File: src/rtl/ep0_pkg.sv
package ep0_pkg;

   typedef enum logic [1:0] {
      HS_DATA  = 2'd0,
      HS_NAK   = 2'd1,
      HS_STALL = 2'd2,
      HS_ACK   = 2'd3
   } hs_e;

   localparam int REG_W     = 32;
   localparam int B_ON      = 31;
   localparam int B_OFF     = 30;
   localparam int B_NSET    = 27;
   localparam int B_NCLR    = 26;
   localparam int B_FIFO_LO = 22;
   localparam int FIFO_SLOT = 4;
   localparam int B_HALT    = 21;
   localparam int B_KIND_LO = 18;
   localparam int B_NAKST   = 17;
   localparam int B_LIVE    = 15;

endpackage

File: src/rtl/ep0_nak_stall.sv
module ep0_nak_stall (
   input  logic clk,
   input  logic rst_n,
   input  logic wr_en,
   input  logic wr_nset,
   input  logic wr_nclr,
   input  logic wr_halt,
   input  logic ev_setup,
   output logic nak_o,
   output logic halt_o
);

   logic nak_q, halt_q;

   always_ff @(posedge clk or negedge rst_n) begin
      if (!rst_n) begin
         nak_q  <= 1'b0;
         halt_q <= 1'b0;
      end else begin
         if (ev_setup)                nak_q <= 1'b1;
         else if (wr_en && wr_nset)   nak_q <= 1'b1;
         else if (wr_en && wr_nclr)   nak_q <= 1'b0;

         if (ev_setup)                halt_q <= 1'b0;
         else if (wr_en && wr_halt)   halt_q <= 1'b1;
      end
   end

   assign nak_o  = nak_q;
   assign halt_o = halt_q;

   assert_setup_nak_R3: assert property (@(posedge clk) disable iff (!rst_n)
      ev_setup |=> (nak_q && !halt_q));

   assert_halt_sticky_R4: assert property (@(posedge clk) disable iff (!rst_n)
      (halt_q && !ev_setup) |=> halt_q);

   assert_nak_set_wins_R2: assert property (@(posedge clk) disable iff (!rst_n)
      (wr_en && wr_nset) |=> nak_q);

endmodule

File: src/rtl/ep0_enable_ctl.sv
module ep0_enable_ctl (
   input  logic clk,
   input  logic rst_n,
   input  logic wr_en,
   input  logic wr_on,
   input  logic wr_off,
   input  logic ev_done,
   input  logic ev_off_ack,
   output logic on_o,
   output logic off_o,
   output logic irq_off_o,
   output logic irq_done_o
);

   logic on_q, off_q;
   logic pend_off, pend_done;
   logic irq_off_q, irq_done_q;
   logic done_hit, off_hit;

   assign done_hit = ev_done && on_q;
   assign off_hit  = ev_off_ack && off_q;

   always_ff @(posedge clk or negedge rst_n) begin
      if (!rst_n) begin
         on_q       <= 1'b0;
         off_q      <= 1'b0;
         pend_off   <= 1'b0;
         pend_done  <= 1'b0;
         irq_off_q  <= 1'b0;
         irq_done_q <= 1'b0;
      end else begin
         if (done_hit || off_hit)      on_q <= 1'b0;
         else if (wr_en && wr_on)      on_q <= 1'b1;

         if (off_hit)                  off_q <= 1'b0;
         else if (wr_en && wr_off && on_q) off_q <= 1'b1;

         pend_off   <= off_hit;
         pend_done  <= done_hit;
         irq_off_q  <= pend_off;
         irq_done_q <= pend_done;
      end
   end

   assign on_o       = on_q;
   assign off_o      = off_q;
   assign irq_off_o  = irq_off_q;
   assign irq_done_o = irq_done_q;

   assert_off_needs_on_R7: assert property (@(posedge clk) disable iff (!rst_n)
      (wr_en && wr_off && !on_q && !off_q) |=> !off_q);

   assert_irq_off_order_R8: assert property (@(posedge clk) disable iff (!rst_n)
      irq_off_q |-> !$past(on_q));

   assert_irq_off_pulse_R8: assert property (@(posedge clk) disable iff (!rst_n)
      irq_off_q |=> !irq_off_q);

   assert_irq_done_order_R9: assert property (@(posedge clk) disable iff (!rst_n)
      irq_done_q |-> !$past(on_q));

   assert_irq_done_pulse_R9: assert property (@(posedge clk) disable iff (!rst_n)
      irq_done_q |=> !irq_done_q);

endmodule

File: src/rtl/ep0_hs_arb.sv
module ep0_hs_arb
   import ep0_pkg::*;
#(
   parameter int NAK_SRCS = 5
) (
   input  logic                clk,
   input  logic                rst_n,
   input  logic                tok_setup,
   input  logic                halt,
   input  logic [NAK_SRCS-1:0] nak_srcs,
   output hs_e                 hs
);

   if (NAK_SRCS < 1) begin : g_bad_srcs
      $error("NAK_SRCS must be at least 1");
   end

   logic any_nak;
   assign any_nak = |nak_srcs;

   always_comb begin
      if (tok_setup)    hs = HS_ACK;
      else if (halt)    hs = HS_STALL;
      else if (any_nak) hs = HS_NAK;
      else              hs = HS_DATA;
   end

   assert_setup_ack_R5: assert property (@(posedge clk) disable iff (!rst_n)
      tok_setup |-> (hs == HS_ACK));

   assert_stall_wins_R5: assert property (@(posedge clk) disable iff (!rst_n)
      (halt && !tok_setup) |-> (hs == HS_STALL));

   assert_no_data_on_nak_R5: assert property (@(posedge clk) disable iff (!rst_n)
      (hs == HS_DATA) |-> (nak_srcs == '0 && !halt));

endmodule

File: src/rtl/ep0_pkt_dec.sv
module ep0_pkt_dec #(
   parameter int CODE_W     = 2,
   parameter int BASE_BYTES = 64,
   parameter int BYTES_W    = 7,
   parameter bit USE_SHIFT  = 1'b1
) (
   input  logic [CODE_W-1:0]  code,
   output logic [BYTES_W-1:0] bytes
);

   localparam int NCODES = 1 << CODE_W;

   if ((BASE_BYTES >> (NCODES - 1)) == 0) begin : g_bad_base
      $error("BASE_BYTES too small for CODE_W");
   end

   if (USE_SHIFT) begin : g_shift
      localparam logic [BYTES_W-1:0] BASE_V = BYTES_W'(BASE_BYTES);
      assign bytes = BASE_V >> code;
   end else begin : g_table
      always_comb begin
         bytes = '0;
         for (int i = 0; i < NCODES; i++) begin
            if (code == CODE_W'(i)) bytes = BYTES_W'(BASE_BYTES >> i);
         end
      end
   end

endmodule

File: src/rtl/ep0_in_ctrl_reg.sv
module ep0_in_ctrl_reg
   import ep0_pkg::*;
#(
   parameter int FIFO_NUM_W       = 4,
   parameter int PKT_CODE_W       = 2,
   parameter int BASE_PKT_BYTES   = 64,
   parameter int PKT_BYTES_W      = 7,
   parameter bit PKT_DECODE_SHIFT = 1'b1
) (
   input  logic                   clk,
   input  logic                   rst_n,
   input  logic                   csr_we,
   input  logic [31:0]            csr_wdata,
   output logic [31:0]            csr_rdata,
   input  logic                   ev_setup,
   input  logic                   ev_xfer_done,
   input  logic                   ev_off_ack,
   input  logic                   tok_setup,
   input  logic                   gnp_in_nak,
   input  logic                   g_out_nak,
   input  logic                   fifo_has_data,
   input  logic                   fifo_dedicated,
   output logic [1:0]             hs_o,
   output logic [PKT_BYTES_W-1:0] pkt_bytes,
   output logic                   irq_ep_off,
   output logic                   irq_xfer_done
);

   localparam int NEED_BYTES_W = $clog2(BASE_PKT_BYTES) + 1;

   if (FIFO_NUM_W < 1 || FIFO_NUM_W > FIFO_SLOT) begin : g_bad_fifo
      $error("FIFO_NUM_W must be 1..4");
   end
   if (PKT_CODE_W != 2) begin : g_bad_code
      $error("PKT_CODE_W must be 2");
   end
   if (PKT_BYTES_W != NEED_BYTES_W) begin : g_bad_bytes
      $error("PKT_BYTES_W does not match BASE_PKT_BYTES");
   end

   logic                  on, off, nak, halt;
   logic [FIFO_NUM_W-1:0] fifo_q;
   logic [PKT_CODE_W-1:0] pkt_q;
   hs_e                   hs;

   ep0_nak_stall u_nak (
      .clk      (clk),
      .rst_n    (rst_n),
      .wr_en    (csr_we),
      .wr_nset  (csr_wdata[B_NSET]),
      .wr_nclr  (csr_wdata[B_NCLR]),
      .wr_halt  (csr_wdata[B_HALT]),
      .ev_setup (ev_setup),
      .nak_o    (nak),
      .halt_o   (halt)
   );

   ep0_enable_ctl u_en (
      .clk        (clk),
      .rst_n      (rst_n),
      .wr_en      (csr_we),
      .wr_on      (csr_wdata[B_ON]),
      .wr_off     (csr_wdata[B_OFF]),
      .ev_done    (ev_xfer_done),
      .ev_off_ack (ev_off_ack),
      .on_o       (on),
      .off_o      (off),
      .irq_off_o  (irq_ep_off),
      .irq_done_o (irq_xfer_done)
   );

   ep0_hs_arb #(.NAK_SRCS(5)) u_arb (
      .clk       (clk),
      .rst_n     (rst_n),
      .tok_setup (tok_setup),
      .halt      (halt),
      .nak_srcs  ({nak, gnp_in_nak, g_out_nak, !on, !fifo_has_data}),
      .hs        (hs)
   );

   assign hs_o = hs;

   ep0_pkt_dec #(
      .CODE_W     (PKT_CODE_W),
      .BASE_BYTES (BASE_PKT_BYTES),
      .BYTES_W    (PKT_BYTES_W),
      .USE_SHIFT  (PKT_DECODE_SHIFT)
   ) u_dec (
      .code  (pkt_q),
      .bytes (pkt_bytes)
   );

   always_ff @(posedge clk or negedge rst_n) begin
      if (!rst_n) begin
         fifo_q <= '0;
         pkt_q  <= '0;
      end else if (csr_we) begin
         pkt_q <= csr_wdata[PKT_CODE_W-1:0];
         if (fifo_dedicated) fifo_q <= csr_wdata[B_FIFO_LO +: FIFO_NUM_W];
      end
   end

   always_comb begin
      csr_rdata             = '0;
      csr_rdata[B_ON]       = on;
      csr_rdata[B_OFF]      = off;
      csr_rdata[B_HALT]     = halt;
      csr_rdata[B_KIND_LO +: 2] = 2'b00;
      csr_rdata[B_NAKST]    = nak;
      csr_rdata[B_LIVE]     = 1'b1;
      csr_rdata[PKT_CODE_W-1:0] = pkt_q;
      if (fifo_dedicated) csr_rdata[B_FIFO_LO +: FIFO_NUM_W] = fifo_q;
   end

   logic wdata_unused;
   assign wdata_unused = ^{csr_wdata[29:28], csr_wdata[20:15], csr_wdata[14:PKT_CODE_W],
                           csr_wdata[B_FIFO_LO + FIFO_SLOT - 1 : B_FIFO_LO]};

   assert_pkt_onehot_R10: assert property (@(posedge clk) disable iff (!rst_n)
      $countones(pkt_bytes) == 1);

   assert_fifo_hold_R11: assert property (@(posedge clk) disable iff (!rst_n)
      !(csr_we && fifo_dedicated) |=> $stable(fifo_q));

endmodule

File: config.mk
export PLATFORM = sky130hd
export DESIGN_NAME = ep0_in_ctrl_reg
export DESIGN_NICKNAME = d
export VERILOG_FILES = /design/src/rtl/ep0_pkg.sv /design/src/rtl/ep0_nak_stall.sv /design/src/rtl/ep0_enable_ctl.sv /design/src/rtl/ep0_hs_arb.sv /design/src/rtl/ep0_pkt_dec.sv /design/src/rtl/ep0_in_ctrl_reg.sv
export SDC_FILE = /design/constraint.sdc
export NUM_CORES = 1
export LEC_CHECK = 0
export BUFFER_PORTS_ARGS = -buffer_cell sky130_fd_sc_hd__clkbuf_2
export CAP_MARGIN = 20
export CORE_MARGIN = 2
export CORE_UTILIZATION = 34
export DETAILED_ROUTE_END_ITERATION = 8
export PLACE_DENSITY = 0.78
export RECOVER_POWER = 100
export SLEW_MARGIN = 20
export SYNTH_ARGS = -nofsm -noshare
export SYNTH_HDL_FRONTEND = slang
export SYNTH_SLANG_ARGS = --single-unit
File: constraint.sdc
create_clock -name clk -period 0.85 [get_ports clk]
set_input_delay 0.085 -clock clk [delete_from_list [all_inputs] [get_ports clk]]
set_output_delay 0.085 -clock clk [all_outputs]
set_load 0.05 [all_outputs]
==> results.tsv, run 1 <==
stage	metric	value	unit
grt	grt_overflow	0	
yosys	synthAdderAreaFrac	0	%
yosys	yosysWarningCount	0	
setup_path	reg2regPathDepth	4	
flow_run	cap_violations	0	
min_path	hold_depth	2	
setup_path	required	0.76	ns
yosys	syn_area_per_cell	10.74	um2
power_and_ir_drop	power_frac_comb	50.1	%
power_and_ir_drop	switchingPower	0.0009545	W
placement	port_buffers	39	
setup_path	worst-path-max-fanout	2	
route	drtIter0Drc	4	
sta	drv_slew	0	
min_path	whs_endpoint	u_en.off_o	
outcome	violations	negative setup slack	
min_path	hp-class	primary input to register	
setup_path	arrival	1.21	ns
setup_path	crit_path_start_kind	register	
route	first_pass_iters	2	
sta	fin_crit	1.290	ns
sta	timing.hold.ws	0.009140	ns
yosys	synth_xor_xnor_area_share	0	%
yosys	synth-compound-area-share	3.480	%
yosys	synthSimpleGateAreaFrac	13.92	%
clock_tree	htree_levels	1	
clock_tree	clock-sinks	14	
power_and_ir_drop	ir_drop	0.8273	mV
floorplanning	die_y	53.32	um
setup_path	r2r_start	u_nak.nak_o	
yosys	synth_top_family_by_area	buffers and inverters	
floorplanning	start_util	36.68	%
sta	finalWorstSetupSlack	-0.4405	ns
setup_path	slowest_delay	0.41	ns
clock_tree	insertion_delay	0.27	ns
sta	period_share	151.8	%
setup_path	path_buf_inv	1	
power_and_ir_drop	clockPowerShare	15.7	%
route	ant_nets	0	
clock_tree	cts-root-buf	clkbuf_4	
yosys	netlist.area_leader.share	42.36	%
final_layout	syn_to_final_growth	68.23	%
floorplanning	ioPinCount	86	
setup_path	worstSetupPathType	register to output pin	
yosys	syn-cell-area	827.0	um2
floorplanning	num_rows	17	
min_path	hold_start	ev_off_ack	
sta	setup_violations	26	
yosys	synthTopCellsByArea	dfrtp_1 (42%), buf_4 (26%), mux2_4 (7.3%), and2_1 (5.3%), mux2_2 (2.7%)	
grt	grt_use_total	12.66	%
route	vias	623	
final_layout	nets	170	
setup_path	cp-end-kind	output pin	
power_and_ir_drop	power	0.002367	W
setup_path	cp_top_family	flip-flops	
grt	grt_pass1_wl	2.490	mm
yosys	syn_inst	77	
power_and_ir_drop	leakagePower	0.7114	nW
route	drc	0	
clock_tree	cts_tree	done	
sta	max_clock_freq	0.7749	GHz
route	wl_per_cell	12.17	um
yosys	ys_ff_latch	14	
clock_tree	cts_made_buffers	3	
route	routed_wl	1.874	mm
sta	finalClockSkew	0.004666	ns
placement	dp.final_hpwl	1.251	mm
yosys	synth_top_area_cell	dfrtp_1	
power_and_ir_drop	switching_share	40.32	%
sta	hold_viol_final	0	
power_and_ir_drop	p_per_area	1702	nW/um2
floorplanning	dieArea	2843	um2
final_layout	n_antenna_cell	0	
placement	gp_congestion	0.5644	
clock_tree	path_clk_slew	0.07	ns
yosys	ys_seq_area_share	42.36	%
floorplanning	die_w	53.32	um
route	vias_per_cell	4.045	
clock_tree	clockBufferDepth	2	
sta	rsz0062_at_grt	yes	
sta	final.setup.tns	-4.882	ns
power_and_ir_drop	power.internal	0.001413	W
grt	antenna_found_initial	0	
yosys	yosysUniqueCellTypes	21	
outcome	status	finished, violations left	
grt	grt_max_degree	15	
power_and_ir_drop	seqPwrFrac	34.2	%
setup_path	path_cells	nor3b_4 > a32oi_4 > buf_8	
setup_path	r2r_end	u_nak.nak_o	
floorplanning	core	2255	um2
grt	grt_pass1_vias	581	
yosys	synthMuxAreaShare	11.20	%
setup_path	r2r_slack	-0.32	ns
setup_path	crit_path_top_delay_cell	dfrtp_1	
final_layout	layout-drive-gt1-share	61.11	%
final cells by class:
class,instances,area [um2]
inverter,1,3.754
tap,28,35.03
clock buffer,4,26.28
sequential,14,359.1
timing repair buffer,52,558.0
fill,180,863.3
multi-input combinational,55,409.1
cells in the mapped netlist:
cell and instances:
or2_2 1, nor2b_1 2, a32oi_1 1, a221o_1 1, nand2_4 1, mux2_4 4, buf_4 29, inv_1 1
nand2b_1 1, nor2_1 3, nand2_1 1, nor3b_1 1, nand3_1 1, dfrtp_1 14, a21oi_1 2, buf_6 1
conb_1 2, mux2i_1 1, and2_1 7, mux2_2 2, nand3b_1 1
stage by stage:
| stage | std cells | worst slack, ns | utilization, % | cell area (um2) |
|---|---|---|---|---|
| finish | 154 | -0.4405 | 61.71 | 1391 |
| global route | 154 | -0.5077 | 61.71 | 1391 |
| CTS | 152 | -0.4753 | 58.71 | 1324 |
| detailed placement | 141 | -0.2559 | 44.78 | 1010 |
| global placement | 141 | -0.2011 | 44.78 | 1010 |
| floorplan | 100 | -0.1759 | - | 978.4 |
power by group through the flow:
stage                     registers (W)  clock network, W  logic [W]
after floorplan                0.000859                 0   0.000733
after global placement         0.000804                 0   0.000843
after detailed placement       0.000810                 0   0.000853
after CTS                      0.000796          0.000386    0.00109
after global routing           0.000818          0.000442    0.00123
final                          0.000809          0.000373    0.00119
cells in the final DEF (no fill, tap or decap), drive strengths merged, types with 2 or more instances in the layout:
master	netlist	routed
clkbuf	0	30
conb	2	25
buf	30	24
dfrtp	14	14
and2	7	7
mux2	6	6
nor2	3	3
a21oi	2	2
nor2b	2	2
dlygate4sd3	0	2
nand2	2	2
how the worst max path moves through the flow:
stage                           start  endpoint  slack, ns  cells after the start
after global routing      u_nak.nak_o   hs_o[0]      -0.51                      3
after global placement    u_nak.nak_o   hs_o[0]      -0.20                      3
after detailed placement  u_nak.nak_o   hs_o[0]      -0.26                      3
after CTS                 u_nak.nak_o   hs_o[0]      -0.48                      3
after floorplan             u_en.on_o   hs_o[0]      -0.18                      2
final                     u_nak.nak_o   hs_o[0]      -0.44                      3
routing by layer:
metal	global-route usage, %	up-vias	share of wire (%)
met4	3.846	0	0
met5	0	-	0
li1	-	294	-
met1	12.72	286	35
met3	4.237	0	11
met2	24.07	43	54
registers in the layout, summed over array words and instances, names as in the netlist:
name             count
fifo_q               4
pkt_q                2
u_en.irq_done_o      1
u_en.irq_off_o       1
u_en.off_o           1
u_en.on_o            1
u_en.pend_done       1
u_en.pend_off        1
u_nak.halt_o         1
u_nak.nak_o          1
what timing repair did:
item / CTS / global route
pin swaps: 6 / 1
gates cloned: 0 / 0
gates resized for setup: 46 / 26
setup buffers: 5 / 4
hold endpoints to repair: 15 / 0
endpoints found under the setup margin: 22 / 26
hold buffers: 2 / 0
kinds of logic after synthesis:
logic type | count (synthesis)
and+or+nand+nor | 19
other | 2
buffers and inverters | 31
AOI/OAI and AO/OA | 4
DFF | 14
muxes | 7
Power figures use the tool's default switching activity.
==> run 2, diff against run 1 <==
--- a/config.mk
+++ b/config.mk
@@ -7,10 +7,12 @@
 export LEC_CHECK = 0
 export BUFFER_PORTS_ARGS = -buffer_cell sky130_fd_sc_hd__clkbuf_2
 export CAP_MARGIN = 20
+export CELL_PAD_IN_SITES_DETAIL_PLACEMENT = 0
+export CELL_PAD_IN_SITES_GLOBAL_PLACEMENT = 1
 export CORE_MARGIN = 2
-export CORE_UTILIZATION = 34
+export CORE_UTILIZATION = 23
 export DETAILED_ROUTE_END_ITERATION = 8
-export PLACE_DENSITY = 0.78
+export PLACE_DENSITY_LB_ADDON = 0.1
 export RECOVER_POWER = 100
 export SLEW_MARGIN = 20
 export SYNTH_ARGS = -nofsm -noshare
==> results.tsv, run 2 (same netlist as run 1, synthesis figures left out) <==
stage	metric	value	unit
power_and_ir_drop	leakagePower	0.7079	nW
clock_tree	insertion_delay	0.27	ns
sta	hold_viol_final	0	
final_layout	layout_common_cells	conb_1 (25), clkbuf_2 (21), buf_8 (14), dfrtp_1 (11), and2_4 (7)	
grt	grt_use_total	8.327	%
floorplanning	die_y	63.97	um
clock_tree	cts_tree	done	
outcome	violations	negative setup slack	
final_layout	stdcell_count	172	
route	first_pass_iters	3	
final_layout	syn_to_final_growth	70.05	%
final_layout	fill_cells	333	
placement	dp.final_hpwl	1.242	mm
outcome	status	finished, violations left	
final_layout	largest_reg_flops	4	
setup_path	cp_top_family	buffers and inverters	
clock_tree	cts_made_buffers	3	
setup_path	crit_path_top_delay_cell	dfrtp_1	
power_and_ir_drop	ir_drop	0.6880	mV
floorplanning	num_rows	21	
clock_tree	htree_levels	1	
sta	finalClockSkew	0.0005640	ns
sta	max_clock_freq	0.7818	GHz
flow_run	cap_violations	0	
floorplanning	core	3390	um2
clock_tree	clockBufferDepth	2	
min_path	hp-class	primary input to register	
final_layout	reg_top3	fifo_q x4, pkt_q x2	
route	wl_per_cell	10.12	um
grt	grt_overflow	0	
clock_tree	path_clk_slew	0.08	ns
floorplanning	die_w	63.97	um
setup_path	crit_top_cell	buf_6	
setup_path	path_buf_inv	4	
setup_path	slowest_delay	0.41	ns
route	vias_per_cell	3.576	
floorplanning	ioPinCount	86	
route	drc	0	
setup_path	worst-path-max-fanout	2	
route	vias	615	
final_layout	regMostFlops	fifo_q	
floorplanning	start_util	24.40	%
sta	timing.hold.ws	0.02870	ns
placement	gp_congestion	0.6908	
placement	dpl.cell_count	158	
setup_path	path_cells	buf_4 > buf_6 > buf_6 > clkbuf_16	
placement	port_buffers	39	
sta	period_share	150.5	%
placement	post_dp_cell_area	1025	um2
final_layout	nets	170	
sta	drv_slew	0	
clock_tree	cts-root-buf	clkbuf_4	
grt	grt_max_degree	15	
grt	grt_pass1_vias	532	
power_and_ir_drop	p_per_area	1710	nW/um2
route	ant_nets	0	
final_layout	finalInstanceArea	1406	um2
setup_path	worstSetupPathType	register to output pin	
grt	grt_pass1_wl	2.580	mm
floorplanning	dieArea	4092	um2
sta	fin_crit	1.279	ns
setup_path	arrival	1.19	ns
sta	finalWorstSetupSlack	-0.4290	ns
placement	place_ws	-0.2147	ns
sta	setup_violations	24	
setup_path	cp-end-kind	output pin	
sta	rsz0062_at_grt	yes	
route	drtIter0Drc	8	
final_layout	final_common_cell	conb_1	
final_layout	n_antenna_cell	0	
clock_tree	clock-sinks	14	
final_layout	layout-drive-gt1-share	60.32	%
setup_path	required	0.76	ns
setup_path	crit_path_start_kind	register	
grt	antenna_found_initial	0	
route	routed_wl	1.740	mm
## run 2: repair_timing
action | CTS | global route
setup endpoints to repair | 22 | 24
gates resized for setup | 47 | 24
hold buffers | 3 | 0
pin swaps | 3 | 1
hold endpoints to repair | 16 | 0
setup buffers | 3 | 5
## run 2: path summary, 6_finish.rpt
path / startpoint / endpoint / slack, ns / cells after the start
min: csr_wdata[23] / fifo_q[1] / 0.03 / 2
min reg2reg: u_en.pend_done / u_en.irq_done_o / 0.35 / 0
max: u_nak.nak_o / csr_rdata[17] / -0.43 / 4
max in group asynchronous: rst_n / pkt_q[0] / 0.30 / 2
min in group asynchronous: rst_n / u_nak.nak_o / 0.27 / 2
max reg2reg: u_nak.nak_o / u_nak.nak_o / -0.31 / 4
## run 2: layer usage
metal / global-route usage [%] / share of wire, % / vias up
met5: 0 / 0 / -
met2: 13.80 / 53 / 36
met4: 4.076 / 1.1 / 0
met3: 1.408 / 8.6 / 2
met1: 10.39 / 37 / 286
li1: - / - / 291
## run 2: layout make-up
cell class / instances / area (um2) / area share (%)
Sequential cell: 14 / 359.1 / 25.53
Timing Repair Buffer: 52 / 543.0 / 38.61
Multi-Input combinational cell: 55 / 406.6 / 28.91
Inverter: 1 / 3.754 / 0.2669
Clock buffer: 4 / 36.28 / 2.580
Tap cell: 46 / 57.56 / 4.093
## run 2: power breakdown
part	internal [W]	switching (W)
Clock	0.000260	0.000194
Combinational	0.000461	0.000685
Sequential	0.000739	0.0000653
Total	0.00146	0.000944
## run 2: worst reg2reg max path: cells and delay by family, from the launching register on
family          cells  cell delay, ns
buf+inv             3            0.36
flops               1            0.41
compound gates      1            0.28
## run 2: through the flow
| step | power (W) | utilization [%] | TNS, ns |
|---|---|---|---|
| floorplan | 0.001593 | - | -0.8964 |
| global placement | 0.001654 | 30.23 | -1.012 |
| detailed placement | 0.001656 | 30.23 | -1.065 |
| CTS | 0.002351 | 39.46 | -5.117 |
| global route | 0.002534 | 41.49 | -6.032 |
| finish | 0.002404 | 41.49 | -4.988 |
